[src/rtl/fp_issue_interlock.sv]
module fp_issue_interlock #(
  parameter int NREG    = 16,
  parameter int LAT_INT = 1,
  parameter int LAT_MUL = 7,
  parameter int LAT_ADD = 4,
  parameter int LAT_DIV = 24
) (
  input  logic                    clk,
  input  logic                    rst_n,
  input  logic                    in_valid,
  input  logic [1:0]              in_unit,
  input  logic                    in_wr,
  input  logic [$clog2(NREG)-1:0] in_dst,
  input  logic                    in_src_a_en,
  input  logic [$clog2(NREG)-1:0] in_src_a,
  input  logic                    in_src_b_en,
  input  logic [$clog2(NREG)-1:0] in_src_b,
  output logic                    issue,
  output logic                    stall,
  output logic                    wb_valid,
  output logic [$clog2(NREG)-1:0] wb_reg,
  output logic                    div_busy
);

  localparam int RW   = $clog2(NREG);
  localparam int LM1  = (LAT_INT > LAT_MUL) ? LAT_INT : LAT_MUL;
  localparam int LM2  = (LAT_ADD > LAT_DIV) ? LAT_ADD : LAT_DIV;
  localparam int LMAX = (LM1 > LM2) ? LM1 : LM2;
  localparam int CW   = $clog2(LMAX + 1);

  localparam logic [1:0] U_INT = 2'd0;
  localparam logic [1:0] U_MUL = 2'd1;
  localparam logic [1:0] U_ADD = 2'd2;
  localparam logic [1:0] U_DIV = 2'd3;

  logic [CW-1:0] pend [NREG];
  logic [LMAX:0] slot_v;
  logic [RW-1:0] slot_r [LMAX+1];
  logic [CW-1:0] div_cnt;
  logic [CW-1:0] lat;
  logic          raw_hz, waw_hz, port_hz, div_hz, hazard;

  always_comb begin
    case (in_unit)
      U_INT:   lat = CW'(LAT_INT);
      U_MUL:   lat = CW'(LAT_MUL);
      U_ADD:   lat = CW'(LAT_ADD);
      default: lat = CW'(LAT_DIV);
    endcase
  end

  assign raw_hz  = (in_src_a_en && pend[in_src_a] != '0) ||
                   (in_src_b_en && pend[in_src_b] != '0);
  assign waw_hz  = in_wr && !(lat > pend[in_dst]);
  assign port_hz = in_wr && slot_v[lat];
  assign div_hz  = (in_unit == U_DIV) && (div_cnt != '0);
  assign hazard  = raw_hz || waw_hz || port_hz || div_hz;

  assign issue    = in_valid && !hazard;
  assign stall    = in_valid && hazard;
  assign wb_valid = slot_v[0];
  assign wb_reg   = slot_r[0];
  assign div_busy = div_cnt != '0;

  for (genvar r = 0; r < NREG; r++) begin : g_pend
    always_ff @(posedge clk or negedge rst_n) begin
      if (!rst_n)
        pend[r] <= '0;
      else if (issue && in_wr && in_dst == RW'(r))
        pend[r] <= lat - CW'(1);
      else if (pend[r] != '0)
        pend[r] <= pend[r] - CW'(1);
    end
  end

  always_ff @(posedge clk or negedge rst_n) begin
    if (!rst_n) begin
      slot_v <= '0;
      for (int k = 0; k <= LMAX; k++) slot_r[k] <= '0;
    end else begin
      for (int k = 0; k < LMAX; k++) begin
        slot_v[k] <= slot_v[k+1];
        slot_r[k] <= slot_r[k+1];
      end
      slot_v[LMAX] <= 1'b0;
      slot_r[LMAX] <= '0;
      if (issue && in_wr) begin
        slot_v[lat - CW'(1)] <= 1'b1;
        slot_r[lat - CW'(1)] <= in_dst;
      end
    end
  end

  always_ff @(posedge clk or negedge rst_n) begin
    if (!rst_n)
      div_cnt <= '0;
    else if (issue && in_unit == U_DIV)
      div_cnt <= CW'(LAT_DIV - 1);
    else if (div_cnt != '0)
      div_cnt <= div_cnt - CW'(1);
  end

  a_r3_raw_src_a: assert property (@(posedge clk) disable iff (!rst_n)
    issue && in_src_a_en |-> pend[in_src_a] == '0);

  a_r3_raw_src_b: assert property (@(posedge clk) disable iff (!rst_n)
    issue && in_src_b_en |-> pend[in_src_b] == '0);

  a_r5_slot_free: assert property (@(posedge clk) disable iff (!rst_n)
    issue && in_wr |-> !slot_v[lat]);

  a_r2_int_next_cycle: assert property (@(posedge clk) disable iff (!rst_n)
    issue && in_wr && in_unit == U_INT |=> wb_valid && wb_reg == $past(in_dst));

  a_r4_pend_load: assert property (@(posedge clk) disable iff (!rst_n)
    issue && in_wr |=> pend[$past(in_dst)] == $past(lat) - CW'(1));

  a_r6_div_countdown: assert property (@(posedge clk) disable iff (!rst_n)
    div_busy |=> div_cnt == $past(div_cnt) - CW'(1));

endmodule

[config.mk]
export PLATFORM = sky130hd
export DESIGN_NAME = fp_issue_interlock
export DESIGN_NICKNAME = d
export VERILOG_FILES = /design/src/rtl/fp_issue_interlock.sv
export SDC_FILE = /design/constraint.sdc
export NUM_CORES = 1
export LEC_CHECK = 0
export BUFFER_PORTS_ARGS = -buffer_cell sky130_fd_sc_hd__buf_4
export CORE_MARGIN = 2
export CORE_UTILIZATION = 35
export DETAILED_ROUTE_END_ITERATION = 16
export PLACE_DENSITY = 0.49
export SLEW_MARGIN = 20
export SYNTH_ARGS = -nofsm -noshare
export SYNTH_HDL_FRONTEND = slang
export SYNTH_SLANG_ARGS = --single-unit
export TNS_END_PERCENT = 100
[constraint.sdc]
create_clock -name clk -period 4.7 [get_ports clk]
set_clock_uncertainty 0.1 [all_clocks]
set_input_delay 0.705 -clock clk [delete_from_list [all_inputs] [get_ports clk]]
set_output_delay 0.705 -clock clk [all_outputs]
set_load 0.1 [all_outputs]
==> results of run 1 <==
## final cells by class
| type | instances | area share [%] |
|---|---|---|
| clock inverters | 8 | 0.6124 |
| inverters | 63 | 1.898 |
| repair buffers | 64 | 4.106 |
| clock buffers | 36 | 5.582 |
| diodes | 1 | 0.02008 |
| well taps | 396 | 3.976 |
| multi-input cells | 612 | 42.24 |
| flip-flops and latches | 207 | 41.57 |
## synth_stat cells, drive strengths merged (8+ instances only)
cell type,number
clkbuf,72
nand2,50
mux2,98
a21oi,22
a21o,8
nand3,17
nor2,56
ha,45
mux2i,55
nand2b,20
buf,14
inv,63
xor2,8
dfrtp,207
xnor2,18
mux4,27
or2,8
o21ai,23
nor3b,9
nor3,71
or3,11
## kinds of logic (layout without fill, tap and decap cells)
| family | after synthesis | in the layout |
|---|---|---|
| DFF | 207 | 207 |
| buffers and inverters | 149 | 171 |
| and+or+nand+nor | 278 | 278 |
| AOI/OAI and AO/OA | 81 | 81 |
| muxes | 180 | 180 |
| xor gates and xnor gates | 26 | 26 |
| adders and majority gates | 45 | 45 |
| other | 1 | 3 |
## path summary, 6_finish.rpt
kind | endpoint | depth (start not counted) | slack, ns | startpoint
max reg2reg | wb_reg[0] | 11 | 0.78 | pend[50]
min reg2reg | slot_r[43] | 0 | 0.25 | slot_r[39]
min | pend[5] | 1 | 0.15 | rst_n
max | stall | 11 | 0.23 | pend[23]
max in group asynchronous | slot_r[77] | 2 | 3.23 | rst_n
min in group clk | slot_r[43] | 0 | 0.25 | slot_r[39]
## metrics by stage
step,TNS (ns),hold slack [ns],worst slack (ns),std cells
after floorplan,0,0.3049,0.06353,968
after global placement,0,0.2318,0.01005,1342
after detailed placement,-0.2778,0.2347,-0.04316,1342
after CTS,0,0.2265,0.06095,1386
after global routing,0,0.2546,0.02357,1386
final,0,0.1456,0.2282,1387
## where the power goes
group | leakage [nW] | switching, mW | internal, mW
registers | 2.44 | 0.635 | 2.25
logic | 2.56 | 1.19 | 1.22
clock network | 0.384 | 0.753 | 1.08
## timing repair
action | in CTS | in global routing
gates resized for setup | 1 | 3
buffers inserted | 0 | 0
setup endpoints to repair | 1 | 2
hold buffers | 0 | 0
gates cloned | 0 | 0
hold endpoints to repair | 0 | 0
## layer usage
layer	vias to the layer above	global-route usage [%]	share of wire, %
li1	3342	-	-
met4	0	4.098	1.9
met3	32	2.439	4.2
met2	126	25.76	45
met1	3606	24.47	49
met5	-	0	0
==> results.ini, run 1 <==
[run_status]
status=finished, final reports clean

[yosys]
synth_cells=967
synth_top_area_share_pct=47.05
ys_async_sr_fraction_pct=100.0
synth_fa_ha_area_share_pct=5.114
synth_area_leader_cell=dfrtp_1
ys.flop_type=dfrtp_1
synth_top_family_by_area=multiplexers
ys_warn_count=0
syn_area_per_cell_sq_um=11.39
syn-cell-area_sq_um=11010
synth-simple-area-share_pct=14.70
ys_top_cells_by_area=dfrtp_1 47%, mux2_2 8.4%, mux4_2 5.5%, ha_1 5.1%, mux2i_1 5.0%
synth_edf_count=0
synth_seq_cells=207
ys_types=62
synth-compound-area-share_pct=4.591
synth.area.mux_share_pct=20.95
synth-seq-area-share_pct=47.05
synth_xor_area_share_pct=2.068

[finish]
multiInputGateArea_sq_um=5264
fin_util_pct=40.53
fin_area_sq_um=12460
final_cell_mix=207 x dfrtp_1, 82 x mux2_2, 61 x inv_1
nNetsFinal=1037
drive_above_1_share_pct=26.57
largest-register=slot_r
layout.cells.most_common=dfrtp_1
top_regs=slot_r: 94 flops, pend: 80 flops, slot_v: 24 flops
area_growth_pct=13.18
largest_reg_flops=94
nFillCells=2963
final-seq-area_sq_um=5180

[route]
dr.first_iter.drc_count=529
wl_per_cell_um=18.99
via_per_inst=5.123
first_pass_iters=6
ant_nets=0
wirelength_um=26330
vias=7106
route.detailed.drc=0

[global_route]
antenna_found_initial=0
grt_pass1_wl_um=42760
grt_remaining_overflow=0
grt_max_degree=117
groute.usage.overall_pct=16.63
grt_pass1_vias=7331

[place]
dp_hpwl_um=18210
gp_congestion=0.8347
dpl_cell_area_sq_um=11660
port_buffers=27

[worst_setup_path]
cp_max_fo=9
crit_type=reg2out
required_ns=3.89
cpPeakStageDelay_ns=0.51
cp.buffers_inverters=3
end_kind=output pin
arrival_ns=3.67
path_delay_family=multiplexers
cp_cell_sequence=mux4_2 -> mux4_2 -> inv_1 -> ha_1 -> buf_4 -> a211oi_1 -> a21oi_1 -> a31oi_1 -> nand4bb_4 -> and2_4 -> buf_6
startpoint_type=register
crit_slowest_cell=mux4_2
cpMostUsedCell=mux4_2

[cts]
cts.path.max_buffers=3
cts.sinks=207
h-tree-depth=1
clk_latency_ns=0.53
cts_tree=done
cts_made_buffers=24
clock-root-buffer=clkbuf_16
clk_pin_slew_ns=0.06

[floorplan]
core_area_sq_um=30750
die_area_sq_um=32890
die_h_um=181.4
num_rows=64
initial_core_util_pct=35.81
die_w_um=181.4
io-pin-count=28

[timing]
relSlewSlack_pct=35.43
period_needed_ns=4.472
finalSetupViolCount=0
worstMarginPinSlew_ns=0.9686
clock.fmax_mhz=223.6
fin_crit_sh_pct=95.14
rsz0062_at_grt=no
slew_viol_final=0
hold_viol=0

[power_and_ir_drop]
peakVddDrop_mv=0.3060
power_density_nw_per_um2=571.5
finalPower_mw=7.122
p_leak_nw=5.378

[hold_path]
hp-class=in2async

[flow_run]
maxCapViolCount=0

(Power assumes the default switching activity.)
==> run 2, diff against run 1 <==
--- a/config.mk
+++ b/config.mk
@@ -7,9 +7,9 @@
 export LEC_CHECK = 0
 export BUFFER_PORTS_ARGS = -buffer_cell sky130_fd_sc_hd__buf_4
 export CORE_MARGIN = 2
-export CORE_UTILIZATION = 35
+export CORE_UTILIZATION = 55
 export DETAILED_ROUTE_END_ITERATION = 16
-export PLACE_DENSITY = 0.49
+export PLACE_DENSITY = 0.72
 export SLEW_MARGIN = 20
 export SYNTH_ARGS = -nofsm -noshare
 export SYNTH_HDL_FRONTEND = slang
==> results.ini, run 2 (synthesis gave the netlist of run 1 again) <==
[route]
route.detailed.drc=0  ; unchanged
via_per_inst=5.900  ; +15%
wirelength_um=23840  ; -9.5%
first_pass_iters=5  ; -1
vias=7328  ; +3.1%
ant_nets=0  ; unchanged
wl_per_cell_um=19.20  ; +1.1%
dr.first_iter.drc_count=523  ; -1.1%

[finish]
final_cell_mix=207 x dfrtp_1, 82 x mux2_2, 61 x inv_1
top_regs=slot_r: 94 flops, pend: 80 flops, slot_v: 24 flops
fin_area_sq_um=12210  ; -2.0%
layout.cells.non_filler=1242  ; -10%
drive_above_1_share_pct=26.10  ; -0.47 points
diodes=0  ; -1
fin_util_pct=62.53  ; +22 points
area_growth_pct=10.90
largest_reg_flops=94  ; unchanged
layout.cells.most_common=dfrtp_1
largest-register=slot_r
nNetsFinal=1026  ; -1.1%

[place]
gp_congestion=0.9584  ; +15%
dp_hpwl_um=16810  ; -7.7%
dpl_cell_area_sq_um=11420  ; -2.1%
dp.cells=1201  ; -11%
port_buffers=27  ; unchanged

[timing]
slew_viol_final=0  ; unchanged
fin_crit_sh_pct=95.41  ; +0.27 points
worstMarginPinSlew_ns=0.8564  ; -0.1122 ns
clock.fmax_mhz=223.0  ; -0.28%
rsz0062_at_grt=no
finalSetupTns_ns=0  ; unchanged
finalSetupViolCount=0  ; unchanged
period_needed_ns=4.484  ; +0.01246 ns
hold_ws_ns=0.1804  ; +0.03473 ns
hold_viol=0  ; unchanged
relSlewSlack_pct=42.91  ; +7.5 points

[cts]
cts_made_buffers=23  ; -4.2%
cts_resized=0  ; -1
postCtsSetupBuffers=0  ; unchanged
clk_latency_ns=0.51  ; -0.02 ns
h-tree-depth=1  ; unchanged
cts.path.max_buffers=3  ; unchanged
clock-root-buffer=clkbuf_16
cts_tree=done
cts.sinks=207  ; unchanged
cts-hold-fix-buffers=0  ; unchanged
clk_pin_slew_ns=0.06  ; about the same

[power_and_ir_drop]
power_density_nw_per_um2=583.4  ; +2.1%
p_sw_share_pct=36.04  ; -0.13 points
p_switching_mw=2.567  ; -0.34%
peakVddDrop_mv=0.3040  ; -0.66%
p_leak_nw=5.305  ; -1.4%
pwr-share-seq_pct=40.7  ; +0.2 points
power_frac_comb_pct=33.5  ; -0.3 points
pwr-share-clk_pct=25.8  ; about the same
p_int_mw=4.556  ; +0.23%

[worst_setup_path]
endpoint=issue
r2r_cells=12  ; +1
startpoint=pend[3]
end_kind=output pin
arrival_ns=3.68  ; about the same
r2r_slack_ns=0.63  ; -0.15 ns
cp_max_fo=7  ; -2
startpoint_type=register
required_ns=3.89  ; about the same
r2r-end=slot_r[81]
rr_startpoint=pend[3]
crit_type=reg2out

[global_route]
grt_remaining_overflow=0  ; unchanged
grt_pass1_wl_um=39250  ; -8.2%
groute.usage.overall_pct=23.24  ; +6.6 points
grt_max_degree=107  ; -8.5%
grt_pass1_vias=7175  ; -2.1%
antenna_found_initial=0  ; unchanged

[floorplan]
die_w_um=145.5  ; -20%
core_area_sq_um=19530  ; -36%
die_area_sq_um=21170  ; -36%
initial_core_util_pct=56.39  ; +21 points
die_h_um=145.5  ; -20%
num_rows=51  ; -20%
io-pin-count=28  ; unchanged

[run_status]
status=finished, final reports clean

[flow_run]
maxCapViolCount=0  ; unchanged

[hold_path]
hp-class=in2async

## run 2: cell count changes in the layout (fill, tap and decap cells not counted), moves of 2 or more
cell and change:
buf_4 -9, buf_8 -2, bufinv_16 +2, clkbuf_1 -5
clkbuf_8 -2, clkinv_2 -3, clkinv_4 +2, clkinvlp_4 +5
## run 2: metrics by stage
step	setup WS [ns]	power, mW
2_1_floorplan	0.06353	4.616
3_3_place_gp	0.1629	5.195
3_5_place_dp	0.02255	5.272
4_1_cts	0.1114	7.146
5_1_grt	0.04046	7.607
6_report	0.2158	7.123
## run 2: worst min-delay path by stage
stage	start	to	slack, ns	cells past startpoint
floorplan	slot_r[32]	slot_r[36]	0.30	1
global placement	slot_r[49]	slot_r[53]	0.23	0
detailed placement	slot_r[47]	slot_r[51]	0.23	0
CTS	rst_n	pend[33]	0.23	1
global route	slot_r[47]	slot_r[51]	0.25	0
finish	rst_n	pend[21]	0.18	1
## run 2: area by class of cell
class	instances	area (sq um)
Clock inverter	14	171.4
Clock buffer	27	610.6
Timing Repair Buffer	54	427.9
Multi-Input combinational cell	612	5253
Tap cell	265	331.6
Sequential cell	207	5180
Fill cell	1572	7316
Inverter	63	236.5
## run 2: power groups by stage
stage / Clock (mW) / Sequential [mW] / Combinational [mW]
global placement: 0 / 2.89 / 2.30
CTS: 1.88 / 2.87 / 2.40
detailed placement: 0 / 2.89 / 2.38
floorplan: 0 / 2.63 / 1.99
global route: 1.95 / 2.94 / 2.71
finish: 1.84 / 2.90 / 2.39
## run 2: routing by layer
layer	track usage, %	vias up	part of all wire (%)	wire length, um
met4	7.402	0	2.8	656
met1	34.27	3701	46	10900
met3	3.103	56	5.7	1363
li1	-	3322	-	-
met5	0	-	0	0
met2	36.09	249	46	10920
## run 2: worst max-delay path: stages (launching register included)
cell       delay [ns]
dfrtp_1          0.48
mux4_2           0.52
mux4_2           0.48
inv_1            0.07
ha_1             0.24
nand4_1          0.10
mux2i_1          0.07
a21oi_1          0.18
a31oi_1          0.14
nand4bb_2        0.32
buf_4            0.21
nor2_4           0.06
buf_4            0.29
